$ cat config.mk
export PLATFORM = sky130hd
export DESIGN_NAME = prio_irq_ctl
export DESIGN_NICKNAME = d
export VERILOG_FILES = /design/src/rtl/irq_ctl_pkg.sv /design/src/rtl/irq_ext_pin.sv /design/src/rtl/irq_int_pick.sv /design/src/rtl/irq_level_arb.sv /design/src/rtl/prio_irq_ctl.sv
export SDC_FILE = /design/constraint.sdc
export NUM_CORES = 1
export LEC_CHECK = 0
export BUFFER_PORTS_ARGS = -buffer_cell sky130_fd_sc_hd__buf_2
export CAP_MARGIN = 40
export CORE_MARGIN = 5
export CORE_UTILIZATION = 30
export DETAILED_ROUTE_END_ITERATION = 10
export PLACE_DENSITY = 0.57
export SLEW_MARGIN = 10
export SYNTH_ARGS = -nofsm -noshare
export SYNTH_HDL_FRONTEND = slang
export SYNTH_SLANG_ARGS = --single-unit
export TNS_END_PERCENT = 30
$ cat constraint.sdc
create_clock -name clk -period 3.78 [get_ports clk]
set_clock_uncertainty 0.05 [all_clocks]
set_input_delay 0.567 -clock clk [delete_from_list [all_inputs] [get_ports clk]]
set_output_delay 0.567 -clock clk [all_outputs]
set_load 0.05 [all_outputs]
$ cat src/rtl/irq_ctl_pkg.sv
// Shared definitions for the prioritized interrupt controller.
// Assumes a 3-bit level code, where level 0 means "no request".
package irq_ctl_pkg;

    localparam int LVL_W = 3;

    // Register select codes on the register port.
    typedef enum logic [1:0] {
        SEL_MASK  = 2'd0,
        SEL_PEND  = 2'd1,
        SEL_INSVC = 2'd2,
        SEL_MODE  = 2'd3
    } reg_sel_e;

endpackage

$ cat src/rtl/irq_ext_pin.sv
// Capture stage for one active-low external interrupt pin.
// In edge mode a falling edge sets a sticky pending bit, and ack_clr clears it.
// In level mode the pending bit is the registered inverted pin.
// Assumes the pin is already synchronous to clk.
module irq_ext_pin (
    input  logic clk,
    input  logic rst_n,
    input  logic pin_n,
    input  logic edge_mode,
    input  logic ack_clr,
    output logic pend
);

    logic prev_n;

    // Track the previous pin value and update the pending state.
    always_ff @(posedge clk) begin
        if (!rst_n) begin
            prev_n <= 1'b1;
            pend   <= 1'b0;
        end else begin
            prev_n <= pin_n;
            if (edge_mode) begin
                pend <= (pend | (prev_n & ~pin_n)) & ~ack_clr;
            end else begin
                pend <= ~pin_n;
            end
        end
    end

endmodule

$ cat src/rtl/irq_int_pick.sv
// Selects the on-chip source to acknowledge.
// A source is eligible when it is pending and unmasked, and no in-service
// bit at its own index or above is set. The highest eligible index wins.
// Purely combinational.
module irq_int_pick #(
    parameter int N_SRC = 16,
    parameter int IDX_W = $clog2(N_SRC)
) (
    input  logic [N_SRC-1:0] pend,
    input  logic [N_SRC-1:0] mask,
    input  logic [N_SRC-1:0] insvc,
    output logic             any,
    output logic [IDX_W-1:0] idx
);

    logic [N_SRC-1:0] elig;

    // Block each source from its own in-service bit and all above it.
    always_comb begin
        logic blocked;
        blocked = 1'b0;
        for (int j = N_SRC - 1; j >= 0; j--) begin
            blocked = blocked | insvc[j];
            elig[j] = pend[j] & mask[j] & ~blocked;
        end
    end

    // Fixed priority encode: a later (higher) index overwrites an earlier one.
    always_comb begin
        idx = '0;
        for (int j = 0; j < N_SRC; j++) begin
            if (elig[j]) idx = IDX_W'(j);
        end
        any = |elig;
    end

endmodule

$ cat src/rtl/irq_level_arb.sv
// Level arbitration between the on-chip group and the external pins.
// The highest level wins. At equal level an external pin beats the group,
// and a higher pin index beats a lower one. Also forms the source vector.
// Purely combinational.
module irq_level_arb #(
    parameter int                   N_INT     = 16,
    parameter int                   N_EXT     = 3,
    parameter int                   IDX_W     = 4,
    parameter int                   EXT_IDX_W = 2,
    parameter int                   LVL_W     = 3,
    parameter int                   VEC_W     = 8,
    parameter logic [LVL_W*N_EXT-1:0] EXT_LEVELS = '0,
    parameter int                   INT_LEVEL = 4,
    parameter int                   VEC_BASE  = 64
) (
    input  logic                 int_any,
    input  logic [IDX_W-1:0]     int_idx,
    input  logic [N_EXT-1:0]     ext_pend,
    output logic [LVL_W-1:0]     best_level,
    output logic                 best_ext,
    output logic [EXT_IDX_W-1:0] best_ext_idx,
    output logic [VEC_W-1:0]     best_vec
);

    // Start from the on-chip group, then let each pending pin take over on >=.
    always_comb begin
        best_level   = int_any ? LVL_W'(INT_LEVEL) : '0;
        best_ext     = 1'b0;
        best_ext_idx = '0;
        best_vec     = VEC_W'(VEC_BASE) + VEC_W'(int_idx);
        for (int k = 0; k < N_EXT; k++) begin
            if (ext_pend[k] && (EXT_LEVELS[k*LVL_W +: LVL_W] >= best_level)) begin
                best_level   = EXT_LEVELS[k*LVL_W +: LVL_W];
                best_ext     = 1'b1;
                best_ext_idx = EXT_IDX_W'(k);
                best_vec     = VEC_W'(VEC_BASE + N_INT + k);
            end
        end
    end

endmodule

$ cat src/rtl/prio_irq_ctl.sv
// Prioritized interrupt controller: top level.
// Holds the mask, pending, in-service and mode registers, and takes an
// acknowledge at an instruction boundary when the winning level is above the
// core's run level. Assumes all inputs are synchronous to clk.
module prio_irq_ctl
    import irq_ctl_pkg::*;
#(
    parameter int                   N_INT      = 16,
    parameter int                   N_EXT      = 3,
    parameter int                   INT_LEVEL  = 4,
    parameter logic [3*N_EXT-1:0]   EXT_LEVELS = {3'd7, 3'd4, 3'd1},
    parameter int                   VEC_BASE   = 64,
    parameter int                   VEC_W      = 8
) (
    input  logic               clk,
    input  logic               rst_n,
    input  logic [N_INT-1:0]   int_req,
    input  logic [N_EXT-1:0]   ext_irq_n,
    input  logic [2:0]         run_level,
    input  logic               instr_end,
    input  logic [1:0]         reg_addr,
    input  logic               reg_wr,
    input  logic [N_INT-1:0]   reg_wdata,
    output logic [N_INT-1:0]   reg_rdata,
    output logic [2:0]         irq_level,
    output logic               ack_valid,
    output logic [VEC_W-1:0]   ack_vector,
    output logic [2:0]         ack_level
);

    localparam int IDX_W     = (N_INT > 1) ? $clog2(N_INT) : 1;
    localparam int EXT_IDX_W = (N_EXT > 1) ? $clog2(N_EXT) : 1;

    reg_sel_e sel;

    logic [N_INT-1:0] mask_q;
    logic [N_INT-1:0] pend_int_q;
    logic [N_INT-1:0] isvc_q;
    logic [N_EXT-1:0] mode_q;
    logic [N_EXT-1:0] ext_pend;
    logic [N_EXT-1:0] ext_clr;
    logic [N_INT-1:0] int_hit;
    logic [N_INT-1:0] isvc_wclr;

    logic                 int_any;
    logic [IDX_W-1:0]     int_idx;
    logic [LVL_W-1:0]     best_level;
    logic                 best_ext;
    logic [EXT_IDX_W-1:0] best_ext_idx;
    logic [VEC_W-1:0]     best_vec;
    logic                 qual;
    logic                 take;

    assign sel = reg_sel_e'(reg_addr);

    // One capture stage per external pin.
    generate
        for (genvar k = 0; k < N_EXT; k++) begin : g_pin
            irq_ext_pin u_pin (
                .clk       (clk),
                .rst_n     (rst_n),
                .pin_n     (ext_irq_n[k]),
                .edge_mode (mode_q[k]),
                .ack_clr   (ext_clr[k]),
                .pend      (ext_pend[k])
            );
        end
    endgenerate

    irq_int_pick #(
        .N_SRC (N_INT),
        .IDX_W (IDX_W)
    ) u_pick (
        .pend  (pend_int_q),
        .mask  (mask_q),
        .insvc (isvc_q),
        .any   (int_any),
        .idx   (int_idx)
    );

    irq_level_arb #(
        .N_INT      (N_INT),
        .N_EXT      (N_EXT),
        .IDX_W      (IDX_W),
        .EXT_IDX_W  (EXT_IDX_W),
        .LVL_W      (LVL_W),
        .VEC_W      (VEC_W),
        .EXT_LEVELS (EXT_LEVELS),
        .INT_LEVEL  (INT_LEVEL),
        .VEC_BASE   (VEC_BASE)
    ) u_arb (
        .int_any      (int_any),
        .int_idx      (int_idx),
        .ext_pend     (ext_pend),
        .best_level   (best_level),
        .best_ext     (best_ext),
        .best_ext_idx (best_ext_idx),
        .best_vec     (best_vec)
    );

    // Qualify the winner against the run level and decide whether to take it.
    always_comb begin
        qual      = best_level > run_level;
        take      = instr_end & qual;
        irq_level = qual ? best_level : '0;
    end

    // Turn a take into one-hot clear/set strobes for the chosen source.
    always_comb begin
        ext_clr = '0;
        int_hit = '0;
        if (take) begin
            if (best_ext) ext_clr[best_ext_idx] = 1'b1;
            else          int_hit[int_idx]      = 1'b1;
        end
        isvc_wclr = (reg_wr && sel == SEL_INSVC) ? reg_wdata : '0;
    end

    // Mask and mode registers: written by software only.
    always_ff @(posedge clk) begin
        if (!rst_n) begin
            mask_q <= '0;
            mode_q <= '0;
        end else if (reg_wr) begin
            if (sel == SEL_MASK) mask_q <= reg_wdata;
            if (sel == SEL_MODE) mode_q <= reg_wdata[N_EXT-1:0];
        end
    end

    // Pending and in-service: a request sets pending, an acknowledge moves it to in-service.
    always_ff @(posedge clk) begin
        if (!rst_n) begin
            pend_int_q <= '0;
            isvc_q     <= '0;
        end else begin
            pend_int_q <= (pend_int_q | int_req) & ~int_hit;
            isvc_q     <= (isvc_q & ~isvc_wclr) | int_hit;
        end
    end

    // Acknowledge outputs: a one-cycle pulse carrying the winner's vector and level.
    always_ff @(posedge clk) begin
        if (!rst_n) begin
            ack_valid  <= 1'b0;
            ack_vector <= '0;
            ack_level  <= '0;
        end else begin
            ack_valid <= take;
            if (take) begin
                ack_vector <= best_vec;
                ack_level  <= best_level;
            end
        end
    end

    // Register read multiplexer.
    always_comb begin
        unique case (sel)
            SEL_MASK:  reg_rdata = mask_q;
            SEL_PEND:  reg_rdata = pend_int_q;
            SEL_INSVC: reg_rdata = isvc_q;
            default:   reg_rdata = N_INT'({ext_pend, mode_q});
        endcase
    end

endmodule


# After elaboration in Yosys (flattened, before gate mapping)
# Cells that the tools add are included.
dict set report totals {
  mem_bits_rw 0
  out_inout_bits 31
  romBits 0
  word_cells 161
  latchBits 0
  regBits 69
  n_memories 0
}
dict set report op_classes {
  n_mul 0
  n_reduce_logical 10
  shift 0
  magnitude_cmp 8
  n_eq_ne 3
  n_div 0
  n_addsub 1
  n_bitwise 85
  n_mux 41
}
# cell count
set op_table {}
lappend op_table {{$mux W4} 14}
lappend op_table {{$mux W16} 3}
lappend op_table {{$pmux W16 S3} 1}
lappend op_table {{$and A1 B1 Y1} 39}
lappend op_table {{$and A16 B16 Y16} 2}
lappend op_table {{$not A16 Y16} 2}
lappend op_table {{$or A16 B16 Y16} 2}
lappend op_table {{$mux W8} 3}
lappend op_table {{$not A1 Y1} 22}
lappend op_table {{$mux W3} 7}
lappend op_table {{$or A1 B1 Y1} 18}
lappend op_table {{$reduce_or A16 Y1} 1}
lappend op_table {{$mux W1} 10}
lappend op_table {{$add A7 B4 Y8 const A} 1}
lappend op_table {{$ge A3 B3 Y1 const A} 2}
lappend op_table {{$logic_and A1 B1 Y1} 6}
lappend op_table {{$lt A4 B5 Y1 const B} 1}
lappend op_table {{$demux W1 S4} 1}
lappend op_table {{$eq A2 B2 Y1 const B} 2}
lappend op_table {{$ge A4 B1 Y1 const B} 1}
lappend op_table {{$reduce_and A2 Y1} 2}
lappend op_table {{$ge A1 B3 Y1 const A} 1}
lappend op_table {{$gt A3 B3 Y1} 1}
lappend op_table {{$lt A2 B3 Y1 const B} 1}
lappend op_table {{other kinds (5)} 5}

# Longest topological paths before layout
dict set report depth {
  depth_word 39
  ltp_mapped 14
  depth_no_buf 12
}

# Hierarchy
# From an unflattened synthesis, not the netlist that was laid out.
dict set report hier_totals {
  hier_cells 442
  area_unflattened_um2 3723.6
}
# mod cells_each seq_area_each_um2 instances area_each_um2
set by_module_without_submodules {}
lappend by_module_without_submodules {prio_irq_ctl 337 1261.2 1 2971.6}
lappend by_module_without_submodules {irq_int_pick 64 0.0 1 381.6}
lappend by_module_without_submodules {irq_ext_pin 7 40.0 3 76.3}
lappend by_module_without_submodules {irq_level_arb 20 0.0 1 141.4}

# Least setup slack after synthesis
# No wires, ideal clock.
dict set report synth_path {
  kind {reg2out}
  from {register isvc_q[15]}
  to {output port irq_level[0]}
  t_arrival_ps 3009
  n_path_buf 2
  setup_slack_ps 154
  required_time_ps 3163
  stages_incl_launch_ff 12
  path_cell_list {dfxtp_1 > buf_6 > or4_4 > buf_6 > a2111o_1 > and2_4 > nand4_1 > o21a_1 > ha_1 > nand3_1 > o21ai_0 > nor2_1}
}
dict set report synth_via {
  elab_chain_cells 30
  elab_cells_between_ends 60
  classes_between {4 x order compare; 5 x mux; 47 x bitwise; 4 x reduce/logical}
}
# item line_no
set synth_lines {}
lappend synth_lines {{from (decl)} prio_irq_ctl.sv:38} ;# logic [N_INT-1:0] isvc_q;
lappend synth_lines {{from (signal assigned)} prio_irq_ctl.sv:137} ;# isvc_q <= (isvc_q & ~isvc_wclr) | int_hit;
lappend synth_lines {{$or A1 B1 Y1 (15 in series)} irq_int_pick.sv:23} ;# blocked = blocked | insvc[j];
lappend synth_lines {{$not A1 Y1} irq_int_pick.sv:24} ;# elig[j] = pend[j] & mask[j] & ~blocked;
lappend synth_lines {{$and A1 B1 Y1} irq_int_pick.sv:24}
lappend synth_lines {{$reduce_or A16 Y1 (*)} irq_int_pick.sv:34} ;# any = |elig;
lappend synth_lines {{$mux W3 (*)} irq_level_arb.sv:27} ;# best_level = int_any ? LVL_W'(INT_LEVEL) : '0;
lappend synth_lines {{$ge A1 B3 Y1} irq_level_arb.sv:32} ;# if (ext_pend[k] && (EXT_LEVELS[k*LVL_W +: LVL_W] >= best_level)) begin
lappend synth_lines {{$logic_and A1 B1 Y1} irq_level_arb.sv:32}
lappend synth_lines {{$mux W3 (*)} irq_level_arb.sv:32}
lappend synth_lines {{$ge A3 B3 Y1} irq_level_arb.sv:32}
lappend synth_lines {{$logic_and A1 B1 Y1} irq_level_arb.sv:32}
lappend synth_lines {{$mux W3 (*)} irq_level_arb.sv:32}
lappend synth_lines {{$ge A3 B3 Y1} irq_level_arb.sv:32}
lappend synth_lines {{$logic_and A1 B1 Y1} irq_level_arb.sv:32}
lappend synth_lines {{$mux W3 (*)} irq_level_arb.sv:32}
lappend synth_lines {{$gt A3 B3 Y1} prio_irq_ctl.sv:103} ;# qual = best_level > run_level;
lappend synth_lines {{$mux W3 (*)} prio_irq_ctl.sv:105} ;# irq_level = qual ? best_level : '0;
lappend synth_lines {{to (decl)} prio_irq_ctl.sv:25} ;# output logic [2:0] irq_level,
# Mark *: on every way between the ends. The rest lies on a longest branch, timed or not.

# Worst setup path in the final report
dict set report layout_path {
  from {register isvc_q[5]}
  to {output port irq_level[0]}
}
dict set report layout_via {
  elab_chain_cells 21
  elab_cells_between_ends 31
  classes_between {4 x order compare; 5 x mux; 18 x bitwise; 4 x reduce/logical}
}
# item line_no
set layout_lines {}
lappend layout_lines {{$or A1 B1 Y1 (*)} irq_int_pick.sv:23}
lappend layout_lines {{$or A1 B1 Y1 (5 in series)} irq_int_pick.sv:23}
lappend layout_lines {{$not A1 Y1} irq_int_pick.sv:24}
lappend layout_lines {{$and A1 B1 Y1} irq_int_pick.sv:24}
lappend layout_lines {{$reduce_or A16 Y1 (*)} irq_int_pick.sv:34}
lappend layout_lines {{$mux W3 (*)} irq_level_arb.sv:27}
lappend layout_lines {{$ge A1 B3 Y1} irq_level_arb.sv:32}
lappend layout_lines {{$logic_and A1 B1 Y1} irq_level_arb.sv:32}
lappend layout_lines {{$mux W3 (*)} irq_level_arb.sv:32}
lappend layout_lines {{$ge A3 B3 Y1} irq_level_arb.sv:32}
lappend layout_lines {{$logic_and A1 B1 Y1} irq_level_arb.sv:32}
lappend layout_lines {{$mux W3 (*)} irq_level_arb.sv:32}
lappend layout_lines {{$ge A3 B3 Y1} irq_level_arb.sv:32}
lappend layout_lines {{$logic_and A1 B1 Y1} irq_level_arb.sv:32}
lappend layout_lines {{$mux W3 (*)} irq_level_arb.sv:32}
lappend layout_lines {{$gt A3 B3 Y1} prio_irq_ctl.sv:103}
lappend layout_lines {{$mux W3 (*)} prio_irq_ctl.sv:105}
# Marked as above.

==> metrics.txt <==
status finished, final reports clean; Yosys top cell by area dfxtp_1; sequential share of power 39.5%; vias in the first global route roughly 3400; drt first pass iters 5; initial antenna violation count 0; Crit Reg-Reg Startpoint isvc_q[5]$_SDFF_PN0_; share of layout cells above drive strength 1 27.70%; list of most frequent post-synthesis cells nand2_1 (82), dfxtp_1 (67), o21ai_0 (37), a21oi_1 (31), nor2_1 (29); Worst Tran Pin Value 0.7654 ns; crit path launch type flip-flop; Reg2Reg Setup Slack 0.32 ns; Mapped Cells a little over 400; Hold WC Path Type in2reg; Leakage 1.814 nW; Pint 1.376 mW; total routed wirelength 11.03 mm; hold path start ext_irq_n[1]; I/O pins between 70 and 80; Mean Syn Cell Area 8.296 um2; asr flop ratio synth 0%; CP arrival 3.01 ns; switching share of power 29.23%; DIE HEIGHT 116.4 um; max-slew violation count 0; Worst-path clk slew 0.06 ns; Rows 38; Final Net Count 533; clk sinks between 60 and 70; global router's overall resource usage 16.63%; detailed placement HPWL 8.030 mm; GRT overflow 0; Mapped Area about 3400 um2; Post-DRT Antenna Nets 0; Rel. slew slack 48.98%; slowest CP cell or4_4; CTS tree built; CP max stage delay 0.56 ns; clock power share 43.1%; via count 3393; unique cell type count in the Yosys netlist 65; Cell Pwr Density 455.7 nW/um2; reg2reg path depth 12; Clock Root Buffer clkbuf_16; Core Area ~11000 um2; most frequent CP cell o21a_1; GP Congestion between 0.8 and 0.9; Final setup viols 0; Die Span X ~120 um; final worst path period need 3.623 ns; WP data required 3.16 ns; CP Capture Type primary output; Comb pwr share 17.4%; worst-path fanout max 6; Port Buffer Count 72; max cap viols 0; YS warnings 0; P&R area growth vs syn 25.77%; TritonCTS Buffers 9; Final Cycle Share 95.84%; EDFF count, synth 0; largest net degree at the start of global routing 36; clk_lat worst skew approximately 0.33 ns; DR DRC count 0; hold path endpoint g_pin[1].u_pin.prev_n$_SDFF_PN1_; hold depth 2; clk buf depth 2; largest vdd supply drop 0.2175 mV; top cell type's share of synthesized area between 30 and 40%; die area 13540 um2; FMAX 276.0 MHz; Initial DRC Count 256; final hold slack 0.3991 ns; Critical R2R Capture pend_int_q[1]$_SDFF_PN0_; top_reg_cell synth dfxtp_1; via density per instance around 5.4; synthesized flop and latch total 67; switching pwr between 0.5 and 0.6 mW; setup_tns 0 ns; Synth area leaders dfxtp_1 (40%), nand2_1 (9.1%), o21ai_0 (5.5%); CP Class reg2out; n_diodes 0; final hold violations 0; Initial Util 30.90%; sequential fraction of the synthesis area 39.53%; H-tree levels 3; count leader, synth nand2_1; RSZ-0062 raised after global routing no; routed length per instance roughly 17 um; crit path cell chain or4_4 -> o41ai_2 -> o21ai_1 -> nand4_1 -> o21a_1 -> ha_1 -> nor2b_1 -> o21a_1 -> o21ai_2 -> nor2_1 -> buf_2; global-route wire length before repair 17.53 mm
-- timing repair --
| action | CTS | global route |
|---|---|---|
| pin swaps | 0 | 6 |
| hold buffers | 0 | 0 |
| endpoints found under the setup margin | 3 | 3 |
| gates resized for setup | 3 | 11 |
| buffers inserted | 0 | 3 |
-- cell families after synthesis --
kind of cell	after synthesis	share of synthesized area [%]
and+or+nand+nor	164	23.19
buffers and inverters	31	4.646
muxes	19	7.817
DFF	67	39.53
AOI/OAI and AO/OA	124	23.60
adders and majority gates	3	1.106
other	1	0.1105
-- cell type report --
class / instances / area (um2)
Sequential cell: 67 / 1344
Inverter: 8 / 30.03
Multi-Input combinational cell: 312 / 1937
Clock buffer: 11 / 242.7
Timing Repair Buffer: 88 / 486.7
Clock inverter: 5 / 52.55
Fill cell: 1128 / 6715
Tap cell: 140 / 175.2
-- power groups by stage --
| stage | clock network (mW) | registers [mW] | logic (mW) |
|---|---|---|---|
| 6_report | 0.838 | 0.768 | 0.338 |
| 5_1_grt | 0.888 | 0.773 | 0.366 |
| 4_1_cts | 0.845 | 0.767 | 0.332 |
| 3_5_place_dp | 0 | 0.782 | 0.329 |
| 3_3_place_gp | 0 | 0.782 | 0.324 |
| 2_1_floorplan | 0 | 0.807 | 0.196 |
-- worst max path at each step --
stage                           from      endpoint  cells past startpoint
6_report        isvc_q[5]$_SDFF_PN0_  irq_level[0]                     11
5_1_grt         isvc_q[5]$_SDFF_PN0_  irq_level[2]                     11
4_1_cts         isvc_q[9]$_SDFF_PN0_  irq_level[2]                     11
3_5_place_dp   isvc_q[10]$_SDFF_PN0_  irq_level[2]                     11
3_3_place_gp   isvc_q[10]$_SDFF_PN0_  irq_level[2]                     11
2_1_floorplan  isvc_q[15]$_SDFF_PN0_  irq_level[0]                     11
-- stage by stage --
| stage | total power [mW] | setup slack [ns] | utilization (%) | cell area (um2) | instances |
|---|---|---|---|---|---|
| after floorplan | 1.003 | 0.1540 | - | 3397 | 410 |
| after global placement | 1.106 | 0.1435 | 35.51 | 3900 | 611 |
| after detailed placement | 1.111 | 0.1860 | 35.61 | 3911 | 613 |
| after CTS | 1.945 | 0.04824 | 38.40 | 4218 | 629 |
| after global routing | 2.026 | 0.006369 | 38.86 | 4268 | 631 |
| final | 1.945 | 0.1571 | 38.86 | 4268 | 631 |
-- worst max-delay path: cells and delay by family (launching register included) --
family | cells | cell delay, ns
compound gates | 5 | 1.12
fa+ha+maj | 1 | 0.16
buf+inv | 1 | 0.21
flops | 1 | 0.36
simple gates | 4 | 0.83
-- layout by cell type, fill, tap and decap left out, types with 13 or more instances in the layout --
cell      n
buf_2    71
dfxtp_1  65
nor2_1   29
buf_4    16
o21ai_0  36
nand2_1  82
a21oi_1  31
nand3_1  13
mux2i_1  13
-- flip-flops by register name, indices dropped and copies added (netlist names) --
| signal | count |
|---|---|
| isvc_q | 16 |
| mask_q | 16 |
| pend_int_q | 16 |
| ack_vector | 6 |
| ack_level | 3 |
| g_pin.u_pin.pend | 3 |
| g_pin.u_pin.prev_n | 3 |
| mode_q | 3 |
| ack_valid | 1 |
-- routing by layer --
layer	vias up	wire, um	global-route usage [%]
met5	-	0	0
met4	0	178	5.568
met3	15	944	4.301
met2	140	5140	26.62
met1	1609	4763	21.85
li1	1629	-	-
No activity file was read; power rests on OpenSTA's default activity.
